==> config.mk <==
export PLATFORM = sky130hd
export DESIGN_NAME = sep_cmd_decoder
export DESIGN_NICKNAME = d
export VERILOG_FILES = /design/src/rtl/sepdec_pkg.sv /design/src/rtl/sepdec_parser.sv /design/src/rtl/sepdec_regs.sv /design/src/rtl/sepdec_fifo.sv /design/src/rtl/sep_cmd_decoder.sv
export SDC_FILE = /design/constraint.sdc
export NUM_CORES = 1
export LEC_CHECK = 0
export ABC_AREA = 1
export BUFFER_PORTS_ARGS = -buffer_cell sky130_fd_sc_hd__buf_2
export CAP_MARGIN = 20
export CORE_MARGIN = 4
export CORE_UTILIZATION = 57
export CTS_BUF_LIST = sky130_fd_sc_hd__clkbuf_16
export CTS_CLUSTER_DIAMETER = 200
export DETAILED_ROUTE_END_ITERATION = 8
export GPL_TIMING_DRIVEN = 0
export PLACE_DENSITY = 0.85
export SYNTH_ARGS = -nofsm -noshare
export SYNTH_HDL_FRONTEND = slang
export SYNTH_SLANG_ARGS = --single-unit
==> constraint.sdc <==
create_clock -name clk -period 2.6 [get_ports clk]
set_clock_uncertainty 0.05 [all_clocks]
set_input_delay 0.13 -clock clk [delete_from_list [all_inputs] [get_ports clk]]
set_output_delay 0.13 -clock clk [all_outputs]
set_load 0.1 [all_outputs]
==> src/rtl/sepdec_pkg.sv <==
package sepdec_pkg;

  localparam int BYTE_W = 8;
  localparam int NUM_TGT = 7;

  typedef enum logic [2:0] {
    TGT_NONE = 3'd0,
    TGT_DEV  = 3'd1,
    TGT_RAH  = 3'd2,
    TGT_RAL  = 3'd3,
    TGT_DH   = 3'd4,
    TGT_DL   = 3'd5,
    TGT_PER  = 3'd6,
    TGT_WID  = 3'd7
  } tgt_e;

  localparam logic [BYTE_W-1:0] CODE_DEV  = 8'hAA;
  localparam logic [BYTE_W-1:0] CODE_RAH  = 8'h4D;
  localparam logic [BYTE_W-1:0] CODE_RAL  = 8'h4E;
  localparam logic [BYTE_W-1:0] CODE_DH   = 8'h4F;
  localparam logic [BYTE_W-1:0] CODE_DL   = 8'h50;
  localparam logic [BYTE_W-1:0] CODE_PER  = 8'h51;
  localparam logic [BYTE_W-1:0] CODE_WID  = 8'h52;
  localparam logic [BYTE_W-1:0] CODE_SEND = 8'h53;

  function automatic tgt_e decode_tag(input logic [BYTE_W-1:0] b);
    case (b)
      CODE_DEV: return TGT_DEV;
      CODE_RAH: return TGT_RAH;
      CODE_RAL: return TGT_RAL;
      CODE_DH:  return TGT_DH;
      CODE_DL:  return TGT_DL;
      CODE_PER: return TGT_PER;
      CODE_WID: return TGT_WID;
      default:  return TGT_NONE;
    endcase
  endfunction

  function automatic logic is_fwd_tgt(input tgt_e t);
    return (t == TGT_PER) || (t == TGT_WID);
  endfunction

endpackage

==> src/rtl/sepdec_parser.sv <==
module sepdec_parser
  import sepdec_pkg::*;
(
  input  logic              clk,
  input  logic              rst_n,
  input  logic              rx_valid,
  input  logic [BYTE_W-1:0] rx_byte,
  input  logic              seq_busy,
  output logic              wr_en,
  output tgt_e              wr_tgt,
  output logic              push_en,
  output logic [BYTE_W-1:0] push_data,
  output logic              send_pulse,
  output logic              busy_err
);

  logic phase_q, phase_d;
  tgt_e sel_q, sel_d;
  logic send_q, send_d;
  logic err_q, err_d;
  tgt_e tag_t;

  assign tag_t = decode_tag(rx_byte);

  always_comb begin
    phase_d   = phase_q;
    sel_d     = sel_q;
    send_d    = 1'b0;
    err_d     = err_q;
    wr_en     = 1'b0;
    wr_tgt    = sel_q;
    push_en   = 1'b0;
    push_data = rx_byte;
    if (rx_valid) begin
      if (!phase_q) begin
        if (tag_t != TGT_NONE) begin
          sel_d   = tag_t;
          phase_d = 1'b1;
          push_en = is_fwd_tgt(tag_t);
        end else begin
          sel_d = TGT_NONE;
          if (rx_byte == CODE_SEND) begin
            if (seq_busy) err_d  = 1'b1;
            else          send_d = 1'b1;
          end
        end
      end else begin
        phase_d = 1'b0;
        if (sel_q != TGT_NONE) begin
          wr_en   = 1'b1;
          push_en = is_fwd_tgt(sel_q);
        end
      end
    end
  end

  always_ff @(posedge clk or negedge rst_n) begin
    if (!rst_n) begin
      phase_q <= 1'b0;
      sel_q   <= TGT_NONE;
      send_q  <= 1'b0;
      err_q   <= 1'b0;
    end else begin
      phase_q <= phase_d;
      sel_q   <= sel_d;
      send_q  <= send_d;
      err_q   <= err_d;
    end
  end

  assign send_pulse = send_q;
  assign busy_err   = err_q;

endmodule

==> src/rtl/sepdec_regs.sv <==
module sepdec_regs
  import sepdec_pkg::*;
#(
  parameter logic [BYTE_W-1:0] PER_RST = 8'hB4,
  parameter logic [BYTE_W-1:0] WID_RST = 8'h14
) (
  input  logic                      clk,
  input  logic                      rst_n,
  input  logic                      wr_en,
  input  tgt_e                      wr_tgt,
  input  logic [BYTE_W-1:0]         wr_data,
  output logic [NUM_TGT*BYTE_W-1:0] bank
);

  for (genvar i = 1; i <= NUM_TGT; i++) begin : g_reg
    localparam logic [BYTE_W-1:0] RST_V =
      (i == int'(TGT_PER)) ? PER_RST :
      (i == int'(TGT_WID)) ? WID_RST : '0;
    logic [BYTE_W-1:0] q;
    logic              ce;
    assign ce = wr_en && (int'(wr_tgt) == i);
    always_ff @(posedge clk or negedge rst_n) begin
      if (!rst_n)  q <= RST_V;
      else if (ce) q <= wr_data;
    end
    assign bank[(i-1)*BYTE_W +: BYTE_W] = q;
  end

endmodule

==> src/rtl/sepdec_fifo.sv <==
module sepdec_fifo #(
  parameter int W     = 8,
  parameter int DEPTH = 2
) (
  input  logic         clk,
  input  logic         rst_n,
  input  logic         push,
  input  logic [W-1:0] push_data,
  output logic         out_valid,
  output logic [W-1:0] out_data,
  input  logic         out_ready
);

  localparam int PW = (DEPTH > 1) ? $clog2(DEPTH) : 1;
  localparam int CW = $clog2(DEPTH + 1);
  localparam logic [PW-1:0] LAST = PW'(DEPTH - 1);
  localparam logic [CW-1:0] FULL = CW'(DEPTH);

  logic [W-1:0]  mem_q [DEPTH];
  logic [PW-1:0] wp_q, wp_d, rp_q, rp_d;
  logic [CW-1:0] cnt_q, cnt_d;
  logic          do_pop, do_push;

  assign do_pop  = (cnt_q != '0) && out_ready;
  assign do_push = push && ((cnt_q != FULL) || do_pop);

  always_comb begin
    wp_d  = wp_q;
    rp_d  = rp_q;
    cnt_d = cnt_q;
    if (do_push) wp_d = (wp_q == LAST) ? '0 : wp_q + 1'b1;
    if (do_pop)  rp_d = (rp_q == LAST) ? '0 : rp_q + 1'b1;
    if (do_push && !do_pop)      cnt_d = cnt_q + 1'b1;
    else if (do_pop && !do_push) cnt_d = cnt_q - 1'b1;
  end

  always_ff @(posedge clk or negedge rst_n) begin
    if (!rst_n) begin
      wp_q  <= '0;
      rp_q  <= '0;
      cnt_q <= '0;
    end else begin
      wp_q  <= wp_d;
      rp_q  <= rp_d;
      cnt_q <= cnt_d;
    end
  end

  always_ff @(posedge clk) begin
    if (do_push) mem_q[wp_q] <= push_data;
  end

  assign out_valid = (cnt_q != '0);
  assign out_data  = mem_q[rp_q];

endmodule

==> src/rtl/sep_cmd_decoder.sv <==
module sep_cmd_decoder
  import sepdec_pkg::*;
#(
  parameter int                FWD_DEPTH = 2,
  parameter logic [BYTE_W-1:0] PER_RST   = 8'hB4,
  parameter logic [BYTE_W-1:0] WID_RST   = 8'h14
) (
  input  logic              clk,
  input  logic              rst_n,
  input  logic              rx_valid,
  input  logic [BYTE_W-1:0] rx_byte,
  input  logic              seq_busy,
  output logic [BYTE_W-1:0] dev_addr,
  output logic [BYTE_W-1:0] reg_addr_hi,
  output logic [BYTE_W-1:0] reg_addr_lo,
  output logic [BYTE_W-1:0] wr_data_hi,
  output logic [BYTE_W-1:0] wr_data_lo,
  output logic [BYTE_W-1:0] pwm_period,
  output logic [BYTE_W-1:0] pwm_width,
  output logic              send_pulse,
  output logic              busy_err,
  output logic              fwd_valid,
  output logic [BYTE_W-1:0] fwd_data,
  input  logic              fwd_ready
);

  logic                      wr_en, push_en;
  tgt_e                      wr_tgt;
  logic [BYTE_W-1:0]         push_data;
  logic [NUM_TGT*BYTE_W-1:0] bank;

  sepdec_parser u_parser (
    .clk(clk), .rst_n(rst_n), .rx_valid(rx_valid), .rx_byte(rx_byte),
    .seq_busy(seq_busy), .wr_en(wr_en), .wr_tgt(wr_tgt), .push_en(push_en),
    .push_data(push_data), .send_pulse(send_pulse), .busy_err(busy_err)
  );

  sepdec_regs #(.PER_RST(PER_RST), .WID_RST(WID_RST)) u_regs (
    .clk(clk), .rst_n(rst_n), .wr_en(wr_en), .wr_tgt(wr_tgt),
    .wr_data(rx_byte), .bank(bank)
  );

  sepdec_fifo #(.W(BYTE_W), .DEPTH(FWD_DEPTH)) u_fifo (
    .clk(clk), .rst_n(rst_n), .push(push_en), .push_data(push_data),
    .out_valid(fwd_valid), .out_data(fwd_data), .out_ready(fwd_ready)
  );

  assign dev_addr    = bank[0*BYTE_W +: BYTE_W];
  assign reg_addr_hi = bank[1*BYTE_W +: BYTE_W];
  assign reg_addr_lo = bank[2*BYTE_W +: BYTE_W];
  assign wr_data_hi  = bank[3*BYTE_W +: BYTE_W];
  assign wr_data_lo  = bank[4*BYTE_W +: BYTE_W];
  assign pwm_period  = bank[5*BYTE_W +: BYTE_W];
  assign pwm_width   = bank[6*BYTE_W +: BYTE_W];

endmodule

==> results.toml <==
[run]
drv_cap = 0

[critical_path]
worstSetupPathType = "in2reg"
arrival_ns = 2.16
reg2reg_depth = 4
rrSetupSlack_ns = 0.71
cp_slowest_stage_delay_ns = 0.53
cp-start-kind = "input pin"
r2r_start = "u_parser.wr_tgt[1]"
end_kind = "flop"
worst-path-max-fanout = 8
cp_slowest_cell = "dlygate4sd3_1"
cp.buffers_inverters = 3
crit_family = "simple AND/OR/NAND/NOR gates"
crit_required_ns = 2.51
path_common_cell = "nand2_1"
crit_path_cell_trace = "dlygate4sd3_1 > buf_2 > inv_2 > nand2_1 > nor2_4 > nand3_2 > nand2_1 > nand2_2 > nor2_1"
r2r_end = "u_fifo.mem_q[0][6]"

[clock_tree]
tritoncts = "yes"
clkSlewWorstSetupHoldPaths_ns = 0.06
cts_made_buffers = 9
clock_path_buffers = 2
cts_sinks = 82
cts_setup_buffers = 0
cts-htree-levels = 3
insertion_delay_ns = 0.32
clock-root-buffer = "clkbuf_16"

[cells_and_area]
num-fill-cells = 403
fin_nets = 436
regArea_um2 = 2140
drive_gt1_share_pct = 37.70
n_antenna_cell = 0
multi_input_area_um2 = 1112
stdcell_area_um2 = 4250
area_delta_synth_final_pct = 24.84

[global_route]
grt_pass1_wl_um = 12620
antenna_found_initial = 0
grt_max_degree = 67
grt_usage_pct = 22.42
grt_remaining_overflow = 0
grt_pass1_vias = 2536

[synth]
syn_nets = 338
synth_cell_types = 30
synthCells = 324
synth.avg_cell_area_um2 = 10.51
synth_seq_cells = 82
ys_seq_area_share_pct = 62.84
synth_area_um2 = 3405
yosys_warnings = 0

[power]
ir_drop_mv = 0.7313
p_leak_nw = 2.143
power_density_nw_per_um2 = 822.4

[timing]
fin_ws_ns = 0.3505
period_needed_ns = 2.250
hold_ws_ns = 0.01837
fmaxAchievable_mhz = 444.5
setup_tns_ns = 0
rsz0062_at_grt = "no"
period_share_pct = 86.52
worst_slew_pin_slew_ns = 0.8141
final_max_slew_viol_count = 0
finalHoldViolCount = 0
finalSetupViolations = 0
relSlewSlack_pct = 45.73

[route]
viasPerCell = 5.164
drt-total-wl_um = 7669
num_vias = 2577
post_drt_wl_per_cell_um = 15.37
drtIter0Drc = 200
firstDrtPassIters = 5
final_antenna_net_count = 0
drc = 0

[floorplanning]
core-area_um2 = 5642
initial_utilization_pct = 60.35
die_h_um = 85.29
pin_count = 80
die_area_um2 = 7274
fp.dieW_um = 85.29
rows = 27

[placement]
portBuffers = 79
place_congestion = 0.8399
dp_slack_ns = 0.5933
dpl_cell_area_um2 = 3892
post-dp-hpwl_um = 5129

[hold_path]
hold_depth = 1
min_to = "u_fifo.mem_q[1][1]"
hp-class = "in2reg"
worstHoldStart = "rx_byte[1]"

[status]
status = "finished clean"
## cell type report
| class | count | area share, % |
|---|---|---|
| sequential | 82 | 50.34 |
| timing repair buffer | 87 | 11.25 |
| clock inverter | 7 | 1.236 |
| tap | 72 | 2.120 |
| clock buffer | 9 | 5.299 |
| multi-input combinational | 211 | 26.17 |
| buffer | 9 | 1.649 |
| inverter | 22 | 1.943 |
## where the power goes
| group | total (mW) | leakage [nW] | switching, mW | internal (mW) |
|---|---|---|---|---|
| Combinational | 0.941 | 0.982 | 0.797 | 0.145 |
| Sequential | 1.40 | 1.03 | 0.0308 | 1.37 |
| Clock | 1.15 | 0.136 | 0.502 | 0.652 |
| Total | 3.50 | 2.14 | 1.33 | 2.17 |
## timing repair
item | 4_1_cts | 5_1_grt
resized for setup | 0 | 0
endpoints found under the hold margin | 74 | 0
hold buffers | 8 | 0
## stage by stage
stage | util, % | total power [mW] | cells
after floorplan | - | 2.189 | 324
after global placement | 68.95 | 2.340 | 475
after detailed placement | 69.00 | 2.358 | 475
after CTS | 75.34 | 3.521 | 499
after global routing | 75.34 | 3.643 | 499
final | 75.34 | 3.496 | 499
## Yosys cell counts, drive strengths merged
cell      n  share of area, %
and2      1              0.18
ha        1              0.37
nor3      3              0.92
dfstp     6               4.6
dfrtp    60                44
o21ai    59                11
a21oi     2              0.29
nand2   108                12
nand4     2              0.37
a31oi     1              0.18
nand3    14               3.7
clkinv    1              0.11
xor2      2              0.51
inv      21               2.3
buf       9               2.1
nor2     16               2.1
and3      1              0.33
edfxtp   16                14
xnor2     1              0.26
## layout by cell type, fill, tap and decap left out, drive strengths merged
cell type    instances
dfstp                6
nand4                2
o21ai               59
dlygate4sd3          8
clkinvlp             1
buf                 88
clkbuf               9
nor2                16
xor2                 2
dfrtp               60
nor3                 3
ha                   1
inv                 23
edfxtp              16
and2                 1
xnor2                1
nand3               14
clkinv               5
a31oi                1
nand2              108
and3                 1
a21oi                2
## routing by layer
metal  part of all wire, %  vias up  GRT usage (%)
met5                     0        -              0
met4                   1.3        0          8.201
met3                   8.1       10          6.505
met2                    48       91          33.69
met1                    43     1215          31.18
li1                      -     1261              -
## worst max-delay path by stage
stage,start,endpoint,slack (ns),cells past startpoint
2_1_floorplan,u_fifo.cnt_q[0],u_fifo.cnt_q[1],0.45,7
6_report,rx_byte[7],u_fifo.mem_q[0][6],0.35,9
5_1_grt,rx_byte[7],u_fifo.mem_q[0][5],0.21,9
3_5_place_dp,rx_byte[7],u_fifo.mem_q[0][6],0.59,8
4_1_cts,rx_byte[7],u_fifo.mem_q[0][6],0.39,9
3_3_place_gp,rx_byte[7],u_fifo.mem_q[0][4],0.60,8
## cells by family (layout without fill, tap and decap cells)
logic type               after synthesis  in the layout  share of synthesized area [%]
AO/OA/AOI/OAI                         62             62                          11.80
AND/OR/NAND/NOR                      145            145                          19.74
buffers and inverters                 31            134                          4.483
adder cells (fa/ha/maj)                1              1                         0.3675
flip-flops                            82             82                          62.84
XOR/XNOR                               3              3                         0.7719
## sequential cells by signal (all words and copies together), names as in the netlist
signal,flops
u_regs.g.q,56
u_parser.busy_err,1
u_fifo.cnt_q,2
u_parser.send_pulse,1
u_parser.phase_q,1
u_fifo.mem_q,16
u_fifo.wp_q,1
u_parser.wr_tgt,3
u_fifo.rp_q,1
Power figures use the tool's default switching activity.
